$ cat config.mk
export PLATFORM = sky130hd
export DESIGN_NAME = addr_hold_adapter
export DESIGN_NICKNAME = d
export VERILOG_FILES = /design/src/rtl/ahold_pkg.sv /design/src/rtl/ahold_phase.sv /design/src/rtl/ahold_capture.sv /design/src/rtl/ahold_select.sv /design/src/rtl/ahold_regstage.sv /design/src/rtl/addr_hold_adapter.sv
export SDC_FILE = /design/constraint.sdc
export NUM_CORES = 1
export LEC_CHECK = 0
export BUFFER_PORTS_ARGS = -buffer_cell sky130_fd_sc_hd__buf_2
export CORE_MARGIN = 2
export CORE_UTILIZATION = 51
export DETAILED_ROUTE_END_ITERATION = 6
export PLACE_DENSITY = 0.94
export SETUP_SLACK_MARGIN = 0.15
export SYNTH_ARGS = -nofsm -noshare
export SYNTH_HDL_FRONTEND = slang
export SYNTH_SLANG_ARGS = --single-unit
$ cat constraint.sdc
create_clock -name clk -period 2.1 [get_ports clk]
set_input_delay 0.315 -clock clk [delete_from_list [all_inputs] [get_ports clk]]
set_output_delay 0.315 -clock clk [all_outputs]
set_load 0.02 [all_outputs]
$ cat src/rtl/ahold_pkg.sv
package ahold_pkg;

    // Where the output of the pass-through variant comes from this cycle
    typedef enum logic [1:0] {
        PH_LIVE  = 2'd0,   // ready, or in reset: live core values
        PH_FIRST = 2'd1,   // first stalled cycle: live values, capture at edge
        PH_HELD  = 2'd2    // later stalled cycles: captured values
    } phase_e;

    function automatic phase_e pick_phase(input logic rst,
                                          input logic rdy,
                                          input logic stalled_before);
        if (rst || rdy)
            return PH_LIVE;
        else if (!stalled_before)
            return PH_FIRST;
        else
            return PH_HELD;
    endfunction

    function automatic logic strobe_allowed(input phase_e ph, input logic rdy);
        return (ph == PH_LIVE) && rdy;
    endfunction

endpackage

$ cat src/rtl/ahold_phase.sv
module ahold_phase
    import ahold_pkg::*;
(
    input  logic   clk,
    input  logic   rst,
    input  logic   rdy,
    output phase_e phase,
    output logic   capture
);
    logic stall_q;

    always_ff @(posedge clk) begin
        if (rst)
            stall_q <= 1'b0;
        else
            stall_q <= !rdy;
    end

    always_comb begin
        phase   = pick_phase(rst, rdy, stall_q);
        capture = (phase == PH_FIRST);
    end

    AST_HELD_NEEDS_STALL: assert property (@(posedge clk) disable iff (rst)
        (phase == PH_HELD) |-> $past(!rdy)) else $error("held without stall");

    AST_FIRST_ONCE: assert property (@(posedge clk) disable iff (rst)
        (phase == PH_FIRST) |=> (phase != PH_FIRST)) else $error("double first");

endmodule

$ cat src/rtl/ahold_capture.sv
module ahold_capture #(
    parameter int W = 16
) (
    input  logic         clk,
    input  logic         rst,
    input  logic         load,
    input  logic [W-1:0] d,
    output logic [W-1:0] q
);
    always_ff @(posedge clk) begin
        if (rst)
            q <= '0;
        else if (load)
            q <= d;
    end

    AST_CAPTURE_KEEPS: assert property (@(posedge clk) disable iff (rst)
        !load |=> $stable(q)) else $error("hold register drifted");

endmodule

$ cat src/rtl/ahold_select.sv
module ahold_select
    import ahold_pkg::*;
#(
    parameter int ADDR_W = 16,
    parameter int DATA_W = 8
) (
    input  phase_e            phase,
    input  logic              rdy,
    input  logic [ADDR_W-1:0] live_addr,
    input  logic              live_we,
    input  logic [DATA_W-1:0] live_wdata,
    input  logic [ADDR_W-1:0] held_addr,
    input  logic [DATA_W-1:0] held_wdata,
    output logic [ADDR_W-1:0] out_addr,
    output logic              out_we,
    output logic [DATA_W-1:0] out_wdata
);
    always_comb begin
        case (phase)
            PH_HELD: begin
                out_addr  = held_addr;
                out_wdata = held_wdata;
            end
            default: begin
                out_addr  = live_addr;
                out_wdata = live_wdata;
            end
        endcase
        out_we = live_we && strobe_allowed(phase, rdy);
    end
endmodule

$ cat src/rtl/ahold_regstage.sv
module ahold_regstage #(
    parameter int ADDR_W = 16,
    parameter int DATA_W = 8
) (
    input  logic              clk,
    input  logic              rst,
    input  logic              rdy,
    input  logic [ADDR_W-1:0] core_addr,
    input  logic              core_we,
    input  logic [DATA_W-1:0] core_wdata,
    output logic [ADDR_W-1:0] mem_addr,
    output logic              mem_we,
    output logic [DATA_W-1:0] mem_wdata
);
    always_ff @(posedge clk) begin
        if (rst) begin
            mem_addr  <= '0;
            mem_wdata <= '0;
            mem_we    <= 1'b0;
        end else begin
            if (rdy) begin
                mem_addr  <= core_addr;
                mem_wdata <= core_wdata;
            end
            mem_we <= rdy && core_we;
        end
    end

    AST_REG_LOAD: assert property (@(posedge clk) disable iff (rst)
        rdy |=> (mem_addr == $past(core_addr))) else $error("reg load");

    AST_REG_FREEZE: assert property (@(posedge clk) disable iff (rst)
        !rdy |=> ($stable(mem_addr) && $stable(mem_wdata))) else $error("reg freeze");

    AST_REG_NO_REPEAT: assert property (@(posedge clk) disable iff (rst)
        !rdy |=> !mem_we) else $error("reg repeat write");

endmodule

$ cat src/rtl/addr_hold_adapter.sv
module addr_hold_adapter
    import ahold_pkg::*;
#(
    parameter int ADDR_W     = 16,
    parameter int DATA_W     = 8,
    parameter bit REGISTERED = 1'b0
) (
    input  logic              clk,
    input  logic              rst,
    input  logic              rdy,
    input  logic [ADDR_W-1:0] core_addr,
    input  logic              core_we,
    input  logic [DATA_W-1:0] core_wdata,
    output logic [ADDR_W-1:0] mem_addr,
    output logic              mem_we,
    output logic [DATA_W-1:0] mem_wdata
);
    generate
        if (REGISTERED) begin : g_reg
            ahold_regstage #(.ADDR_W(ADDR_W), .DATA_W(DATA_W)) u_stage (
                .clk        (clk),
                .rst        (rst),
                .rdy        (rdy),
                .core_addr  (core_addr),
                .core_we    (core_we),
                .core_wdata (core_wdata),
                .mem_addr   (mem_addr),
                .mem_we     (mem_we),
                .mem_wdata  (mem_wdata)
            );
        end else begin : g_hold
            phase_e            phase;
            logic              capture;
            logic [ADDR_W-1:0] held_addr;
            logic [DATA_W-1:0] held_wdata;

            ahold_phase u_phase (
                .clk     (clk),
                .rst     (rst),
                .rdy     (rdy),
                .phase   (phase),
                .capture (capture)
            );

            ahold_capture #(.W(ADDR_W)) u_cap_addr (
                .clk  (clk),
                .rst  (rst),
                .load (capture),
                .d    (core_addr),
                .q    (held_addr)
            );

            ahold_capture #(.W(DATA_W)) u_cap_data (
                .clk  (clk),
                .rst  (rst),
                .load (capture),
                .d    (core_wdata),
                .q    (held_wdata)
            );

            ahold_select #(.ADDR_W(ADDR_W), .DATA_W(DATA_W)) u_sel (
                .phase      (phase),
                .rdy        (rdy),
                .live_addr  (core_addr),
                .live_we    (core_we),
                .live_wdata (core_wdata),
                .held_addr  (held_addr),
                .held_wdata (held_wdata),
                .out_addr   (mem_addr),
                .out_we     (mem_we),
                .out_wdata  (mem_wdata)
            );

            AST_LIVE_ON_READY: assert property (@(posedge clk) disable iff (rst)
                rdy |-> (mem_addr == core_addr && mem_wdata == core_wdata))
                else $error("not live when ready");

            AST_NO_STALL_WRITE: assert property (@(posedge clk) disable iff (rst)
                !rdy |-> !mem_we) else $error("write during stall");

            AST_HELD_STABLE: assert property (@(posedge clk) disable iff (rst)
                (phase == PH_HELD) |-> ($stable(mem_addr) && $stable(mem_wdata)))
                else $error("held output moved");
        end
    endgenerate

endmodule

### After elaboration in Yosys (flattened, before gate mapping)

Cells that the tools add are included.

* output and inout port bits: 25
* flip-flop bits (word level): 25
* word-level logic and storage cells: 14
* bits of input ports: 28

* multiplexer cells: 4
* equality and inequality tests: 2
* reductions and logical operators: 5

Operators with widths (count)
* $mux 16: 1
* $mux 8: 1
* $mux 2: 2
* $eq 2x1->1 const B: 1
* $eq 2x2->1 const B: 1
* $logic_and 1x1->1: 2
* $logic_not 2->1: 1
* $logic_not 1->1: 1
* $logic_or 1x1->1: 1

### Longest topological paths before layout

Gate-level depths: netlist (run 1).

* depth in word-level cells: 5
* gate-level depth with buffers: 4
* gate-level depth less buffers: 2

### Hierarchy

Synthesis (run 1) repeated with hierarchy kept, for this count alone.

* cells, all modules: 113
* area total of the unflattened synthesis: 1338.8 µm²

Modules (own cells, without submodules)
* ahold_capture (g_hold.u_cap_addr): area an instance 580.6 µm², seq. area each 320.3 µm², instances 1, cells each 52
* ahold_select: area an instance 419.2 µm², seq. area each 0.0 µm², instances 1, cells each 30
* ahold_capture (g_hold.u_cap_data): area an instance 285.3 µm², seq. area each 160.2 µm², instances 1, cells each 26
* ahold_phase: area an instance 53.8 µm², seq. area each 20.0 µm², instances 1, cells each 5

### Least setup slack after synthesis (run 1)

OpenSTA, ideal clock, no wires.

* kind: in2out
* from: input rst
* to: output mem_wdata[6]
* stages on the path: 4
* slack: 0.463 ns
* arrival: 1.322 ns
* buffers on the path: 2
* cells stage by stage: buf_6 -> nor3b_4 -> buf_6 -> mux2_1

* cells in the longest elaborated chain, start to end: 4

RTL lines
* from (decl): RTL line addr_hold_adapter.sv:9 `input logic rst,`
* $logic_or 1x1->1: RTL line ahold_pkg.sv:13 `if (rst || rdy)`
* $mux 2: RTL line ahold_pkg.sv:13
* $eq 2x2->1: RTL line ahold_select.sv:19 `case (phase)`
* $mux 8: RTL line ahold_select.sv:19
* to (decl): RTL line addr_hold_adapter.sv:16 `output logic [DATA_W-1:0] mem_wdata`

Every way passes these cells.

### Worst setup path after layout (run 1)

* from: register g_hold.u_phase.stall_q
* to: output mem_wdata[6]

* cells in the longest elaborated chain, start to end: 4

RTL lines
* from (decl): RTL line ahold_phase.sv:10 `logic stall_q;`
* from (signal assigned): RTL line ahold_phase.sv:16 `stall_q <= !rdy;`
* $mux 2: RTL line ahold_pkg.sv:15 `else if (!stalled_before)`
* $mux 2: RTL line ahold_pkg.sv:13
* $eq 2x2->1: RTL line ahold_select.sv:19
* $mux 8: RTL line ahold_select.sv:19

Every way passes these cells.

==> metrics.txt, run 1 <==
die width 55.07 um; via count 1212; syn avg cell area 9.569 um^2; DRC 0; Hold Vio Cnt, Final 0; number of cell rows 18; Final ANT Viol Nets 0; post-DP HPWL 1.853 mm; CTS Buf Count 3; reg2reg path depth 3; starting density of the core 53.69%; VDD IR-drop max 652.9 uV; critical path class flip-flop to output pin; Vias per Instance 5.611; Top Metal Used met3; Fmax achieved 0.5215 GHz; Cell Area, Placed 0.001585 mm^2; first drt pass iteration count 4; Setup Slack @ Placement 0.3477 ns; fin util 75.56%; layout cell share with drive strength beyond 1 51.08%; Final Non-Filler Cells 216; PwrDens 541.1 mW/mm^2; CTS Buffer Depth 2; Seq cells post-synth 25; Critical Path RT 1.78 ns; final wirelength 3.380 mm; # setup viols final 0; measured slew at the worst slew-check pin 0.3822 ns; sequential element share of the synthesized area 37.63%; fin nets 215; Leak 0.8108 nW; Fin Setup TNS 0 ns; Area Growth Syn to Fin 40.73%; metal3 WL 168 um; Setup crit end kind output pin; GP Congestion 0.6686; clock latency on the worst-skew pair 0.32 ns; hold path depth 3; max-slew violations 0; CTS root buffer clkbuf_4; max_slew headroom 74.52%; largest net degree at the start of global routing 51; Mapped Area 0.001330 mm^2; initial antenna violation count 0; die area 0.003032 mm^2; Max-cap violations 0; height of the die 55.07 um; CTS tree built; Syn Inst Count 139; Netlist cell types 13; clock period minus worst slack 1.917 ns; clock-pin slew on the worst setup and hold paths 0.13 ns; run status completed; vias in the first global route 972; Power Total 1.013 mW; multi-input logic area 839.6 um^2; I/O Buffers 52; unrepaired setup endpoints after global routing true; Total GRT Usage 18.21%; Fin Hold WS 0.3274 ns; Iter 0 DRT Violations 14; # Post-CTS Setup Buffers 0; placed cell count 211; crit share post-route 91.31%; Worst Clk Skew 0.005058 ns; Setup crit start kind flip-flop; filler cell count 179; antenna fix cells 0; total gr overflow 0; Avg WL per Cell 15.65 um; PnR worst setup slack 0.1826 ns; hold crit path type input port to flip-flop; met1 wire length 1.383 mm; clk sinks 25; CTS HTree Levels 1; Reg area 501.7 um^2; crit-path max FO 8; DR WL met2 1.829 mm; first-pass GRT wire length 4.036 mm; I/O pin count 53; CP arrival 1.60 ns; core area 0.002477 mm^2; fin area 0.001872 mm^2; synth warn 0; Synthesized Nets 167
path summary, 6_finish.rpt:
kind / end / slack, ns / start
hold reg to reg: g_hold.u_cap_addr.q[2] / 0.49 / g_hold.u_cap_addr.q[2]
setup reg to reg: g_hold.u_cap_addr.q[11] / 0.81 / g_hold.u_phase.stall_q
setup / recovery: mem_wdata[6] / 0.18 / g_hold.u_phase.stall_q
hold / removal: g_hold.u_cap_addr.q[2] / 0.33 / core_addr[2]
report_power, final:
group	switching, mW	internal (mW)	leakage, nW
sequential	0.0137	0.501	0.206
combinational	0.133	0.152	0.590
clock	0.138	0.0743	0.0150
total	0.285	0.728	0.811
routing by layer:
| metal | track usage (%) | vias to the layer above |
|---|---|---|
| li1 | - | 598 |
| met1 | 20.20 | 578 |
| met2 | 33.53 | 36 |
| met3 | 6.183 | 0 |
| met4 | 3.659 | 0 |
| met5 | 0 | - |
layout make-up:
class	count	area share (%)
sequential	25	26.80
timing repair buffer	58	24.93
multi-input combinational	99	44.85
tap	30	2.005
clock buffer	4	1.404
state kept, by name (all words and copies together) (netlist names):
name and cells:
g_hold.u_phase.stall_q 1, g_hold.u_cap_addr.q 16, g_hold.u_cap_data.q 8
logic make-up (layout without fill, tap and decap cells):
| group | after synthesis | count (layout) | share of synthesized area (%) |
|---|---|---|---|
| multiplexers | 24 | 24 | 20.32 |
| AO/OA/AOI/OAI | 48 | 48 | 18.06 |
| buffers and inverters | 15 | 62 | 6.020 |
| flip-flops | 25 | 25 | 37.63 |
| AND/OR/NAND/NOR | 27 | 27 | 17.97 |
cells in the final DEF, fill, tap and decap left out:
cell      Yosys  final
dfxtp_1      25     24
or3b_2        8      8
or3b_1       16     16
dfxtp_2       0      1
buf_2         1     28
mux2_4        0     24
a21oi_1      24     24
clkbuf_1     11      1
nor3b_4       1      1
nor2_1        1      1
o21ai_0      24     24
buf_6         3     27
clkbuf_4      0      3
and2_1        1      1
buf_4         0      3
cell usage after synthesis:
| library cell | n | area share, % |
|---|---|---|
| o21ai_0 | 24 | 9.0 |
| or3b_2 | 8 | 5.3 |
| clkbuf_1 | 11 | 3.1 |
| mux2_1 | 1 | 0.85 |
| a21oi_1 | 24 | 9.0 |
| dfxtp_1 | 25 | 38 |
| nor2_1 | 1 | 0.28 |
| nor3b_4 | 1 | 1.4 |
| buf_2 | 1 | 0.38 |
| buf_6 | 3 | 2.5 |
| and2_1 | 1 | 0.47 |
| or3b_1 | 16 | 11 |
| mux2_2 | 23 | 19 |
timing repair:
action,in CTS,in global routing
setup endpoints to repair,16,24
gates resized for setup,1,77
pin swaps,0,0
hold buffers,0,0
cloned,0,1
critical path, cell delays in order (launching register included):
cell	delay (ns)
dfxtp_2	0.35
nor3b_4	0.27
buf_6	0.22
mux2_4	0.32
buf_6	0.13
No activity file was read; power rests on OpenSTA's default activity.
==> run 2, diff against run 1 <==
Settings changed: SETUP_SLACK_MARGIN 0.15 to 0.4, SKIP_LAST_GASP set to 1.
==> run 2 against run 1 <==
Net effect: via count up 1.4%; die area unchanged; utilization unchanged; worst setup slack better by 0.0052 ns; hold slack better by 0.012 ns; sequential cell count unchanged; combinational power about the same; clock skew down 0.0019 ns; sequential power about the same; cell area unchanged; sequential share of layout area unchanged; critical endpoint is now mem_addr[15]; highest routed layer unchanged.
==> metrics.txt, run 2 (same netlist as run 1, synthesis figures left out) <==
crit share post-route 91.06%; clock-pin slew on the worst setup and hold paths 0.13 ns; via count 1229; CTS root buffer clkbuf_4; Leak 0.8108 nW; PwrDens 538.0 mW/mm^2; antenna fix cells 0; clock latency on the worst-skew pair 0.31 ns; total gr overflow 0; Fin Setup TNS 0 ns; Area Growth Syn to Fin 40.73%; crit-path max FO 8; DRC 0; first drt pass iteration count 4; Hold Vio Cnt, Final 0; Fmax achieved 0.5229 GHz; Total GRT Usage 22.38%; core area 0.002477 mm^2; measured slew at the worst slew-check pin 0.3786 ns; clock period minus worst slack 1.912 ns; CP dominant cell by count buf_6; max-slew violations 0; layout cell share with drive strength beyond 1 51.08%; VDD IR-drop max 574.5 uV; Iter 0 DRT Violations 14; commonest non-fill, non-tap cell in the layout buf_2; critical path class flip-flop to output pin; CTS HTree Levels 1; I/O pin count 53; CTS Buffer Depth 2; max reg flops 16; final wirelength 3.342 mm; delay-heaviest family, CP flip-flops; Final Non-Filler Cells 216; CTS Buf Count 3; fin nets 215; clk sinks 25; Avg WL per Cell 15.47 um; Max-cap violations 0; vias in the first global route 1139; filler cell count 183; die width 55.07 um; I/O Buffers 52; Worst Clk Skew 0.003128 ns; largest net degree at the start of global routing 51; starting density of the core 53.69%; run status completed; CTS tree built; CP max stage delay 0.35 ns; placed cell count 211; post-DP HPWL 1.853 mm; hold crit path type input port to flip-flop; die area 0.003032 mm^2; commonest cells after routing, fill and taps aside buf_2, buf_6; first-pass GRT wire length 4.954 mm; # setup viols final 0; Critical Path RT 1.78 ns; Top reg by flops g_hold.u_cap_addr.q; top flop regs g_hold.u_cap_addr.q x16, g_hold.u_cap_data.q x8, g_hold.u_phase.stall_q x1; CP bufs+invs 2; GP Congestion 0.6686; crit path cell chain nor3b_4 -> buf_6 -> mux2_4 -> buf_6; Final ANT Viol Nets 0; # Post-CTS Setup Buffers 0; number of cell rows 18; unrepaired setup endpoints after global routing true; Power Total 1.007 mW; Vias per Instance 5.690; Setup crit start kind flip-flop; Setup crit end kind output pin; CP arrival 1.60 ns; CP max-delay cell dfxtp_2; height of the die 55.07 um; initial antenna violation count 0; max_slew headroom 74.76%
run 2: cell counts in the layout (fill, tap and decap cells not counted):
No cell type changed its count.
run 2: path summary, 6_finish.rpt:
kind	slack, ns	cells after the start	startpoint	endpoint
max	0.19	4	g_hold.u_phase.stall_q	mem_addr[15]
min	0.34	3	core_addr[2]	g_hold.u_cap_addr.q[2]
max reg2reg	0.82	3	g_hold.u_phase.stall_q	g_hold.u_cap_addr.q[11]
min reg2reg	0.49	2	g_hold.u_cap_addr.q[2]	g_hold.u_cap_addr.q[2]
run 2: tightest hold or removal path, cell delays in order:
cell	delay (ns)
buf_2	0.10
or3b_1	0.15
a21oi_1	0.05
run 2: routing by layer:
layer / vias to the layer above / share of wire [%] / track usage, %
met5: - / 0 / 0
met4: 0 / 0 / 2.439
met3: 0 / 4.8 / 5.914
met2: 38 / 55 / 43.85
met1: 591 / 41 / 24.50
li1: 600 / - / -
run 2: final cells by class:
cell class | instances | area, um^2 | share of cell area, %
multi-input combinational | 99 | 839.6 | 44.85
sequential | 25 | 501.7 | 26.80
timing repair buffer | 58 | 466.7 | 24.93
tap | 30 | 37.54 | 2.005
clock buffer | 4 | 26.28 | 1.404
run 2: timing repair:
item,4_1_cts,5_1_grt
resized for setup,70,7
endpoints found under the setup margin,24,24
hold buffers,0,0
endpoints found under the hold margin,0,0
cloned,1,0
run 2: report_power, final:
part / switching [mW] / internal [mW]
sequential: 0.0133 / 0.501
combinational: 0.134 / 0.152
clock: 0.132 / 0.0741
run 2: metrics by stage:
step | setup WS (ns) | hold WS [ns] | utilization (%) | cell area [um^2]
global placement | 0.3862 | 0.4570 | 63.99 | 1585
global route | 0.1022 | 0.3241 | 75.56 | 1872
CTS | 0.1810 | 0.3310 | 74.49 | 1846
floorplan | 0.4630 | 0.4476 | - | 1330
detailed placement | 0.3477 | 0.4650 | 63.99 | 1585
finish | 0.1878 | 0.3390 | 75.56 | 1872
==> run 3, diff against run 2 <==
Settings changed: CELL_PAD_IN_SITES_DETAIL_PLACEMENT set to 0, CELL_PAD_IN_SITES_GLOBAL_PLACEMENT set to 2, CORE_UTILIZATION 51 to 29, PLACE_DENSITY 0.94 to 0.93.
==> run 3 against run 2 <==
Net effect: combinational power fell by 23%; maximum frequency is 1.6% higher; wire length down 9.1%; first-iteration DRC count grew to 2.8 times the previous value; sequential power about the same; sequential cell count unchanged; final cell count up 11%; register-to-register slack gained 0.02 ns; cell area fell by 8.2%; highest routed layer unchanged.
==> metrics.txt, run 3 (same netlist as run 1, synthesis figures left out) <==
total gr overflow 0; GP Congestion 0.6681; die area 0.005144 mm^2; clock period minus worst slack 1.883 ns; Setup crit end kind output pin; Max-cap violations 0; number of cell rows 24; Power Internal 0.7377 mW; critical path class flip-flop to output pin; max_slew headroom 73.50%; via count 1187; hold crit path type input port to flip-flop; antenna fix cells 0; layout cell share with drive strength beyond 1 51.60%; CTS HTree Levels 1; largest net degree at the start of global routing 51; CTS tree built; Area Growth Syn to Fin 29.26%; CP max stage delay 0.34 ns; initial antenna violation count 0; starting density of the core 30.34%; Comb power frac 21.6%; fin nets 217; Top reg by flops g_hold.u_cap_addr.q; # setup viols final 0; Vias per Instance 4.946; I/O pin count 53; measured slew at the worst slew-check pin 0.3975 ns; Setup crit start kind flip-flop; Fin Setup TNS 0 ns; commonest cells after routing, fill and taps aside buf_2, o21ai_0, a21oi_1, dfxtp_1, mux2_2; Cell Area, Placed 0.001618 mm^2; Critical Path RT 1.78 ns; max-slew violations 0; PwrDens 596.9 mW/mm^2; final wirelength 3.039 mm; switching power total 0.2885 mW; max reg flops 16; run status completed; clock-pin slew on the worst setup and hold paths 0.10 ns; commonest non-fill, non-tap cell in the layout buf_2; Hold Vio Cnt, Final 0; Iter 0 DRT Violations 39; clock latency on the worst-skew pair 0.27 ns; Final ANT Viol Nets 0; CTS Buf Count 3; Avg WL per Cell 12.66 um; I/O Buffers 52; Fmax achieved 0.5311 GHz; CP arrival 1.57 ns; fin util 39.21%; CP max-delay cell dfxtp_2; height of the die 71.72 um; crit-path max FO 6; Leak 0.7007 nW; fin area 0.001719 mm^2; Worst Clk Skew 0.007882 ns; CTS root buffer clkbuf_8; hold path depth 3; DRC 0; sw frac 28.12%; clk sinks 25; top flop regs g_hold.u_cap_addr.q x16, g_hold.u_cap_data.q x8, g_hold.u_phase.stall_q x1; die width 71.72 um; unrepaired setup endpoints after global routing true; vias in the first global route 1084; CTS Buffer Depth 2; core area 0.004384 mm^2; VDD IR-drop max 265.2 uV; crit path cell chain nor3b_4 -> buf_4 -> clkbuf_16 -> mux2_2 -> buf_2; Seq pwr share 49.9%; first drt pass iteration count 4; reg2reg path depth 3; post-DP HPWL 1.873 mm; Hold-fix buffers, CTS 0; first-pass GRT wire length 4.664 mm; Total GRT Usage 10.90%; crit share post-route 89.66%; clock share of power 28.6%
-- run 3: changes by cell type in the layout (fill, tap and decap cells not counted), moves of 2 or more --
cell	before	now
buf_4	3	5
clkbuf_8	0	3
mux2_4	24	0
buf_6	27	1
mux2_2	0	23
buf_2	28	52
clkbuf_4	3	0
-- run 3: per-stage QoR --
step | setup WS, ns | cells | total power [mW] | hold slack, ns
floorplan | 0.4630 | 139 | 0.6672 | 0.4476
global placement | 0.3883 | 232 | 0.7392 | 0.4608
detailed placement | 0.3880 | 232 | 0.7399 | 0.4667
CTS | 0.2195 | 236 | 1.031 | 0.3764
global route | 0.1710 | 240 | 1.077 | 0.3861
finish | 0.2171 | 240 | 1.026 | 0.3804
-- run 3: path summary, 6_finish.rpt --
path	start	to	slack, ns
worst min register to register	g_hold.u_cap_addr.q[12]	g_hold.u_cap_addr.q[12]	0.48
worst min-delay path	core_addr[0]	g_hold.u_cap_addr.q[0]	0.38
worst max-delay path	g_hold.u_phase.stall_q	mem_addr[11]	0.22
worst max register to register	g_hold.u_phase.stall_q	g_hold.u_cap_addr.q[5]	0.84
-- run 3: power groups by stage --
stage	Clock, mW	Combinational [mW]	Sequential, mW
after CTS	0.301	0.218	0.512
after floorplan	0	0.148	0.519
after detailed placement	0	0.217	0.523
after global routing	0.319	0.242	0.516
after global placement	0	0.216	0.523
final	0.293	0.221	0.512
-- run 3: worst max-delay path, delay by kind of cell (launching register included) --
kind,cells,cell delay (ns)
buf+inv,3,0.46
flops,1,0.34
simple gates,1,0.18
mux,1,0.32
-- run 3: metal layers --
layer	vias up	GRT usage, %	part of all wire [%]
met4	0	1.887	0
met2	36	17.70	46
met3	0	2.250	6.1
met1	544	15.15	48
met5	-	0	0
li1	607	-	-
-- run 3: layout make-up --
class | instances | area (um^2)
Fill cell | 458 | 2665
Multi-Input combinational cell | 99 | 749.5
Sequential cell | 25 | 501.7
Timing Repair Buffer | 60 | 354.1
Tap cell | 52 | 65.06
Clock buffer | 3 | 41.29
Clock inverter | 1 | 7.507
-- run 3: timing repair --
item / CTS / global route
setup buffers: 0 / 2
gates resized for setup: 0 / 1
gates cloned: 0 / 2
endpoints found under the setup margin: 24 / 24
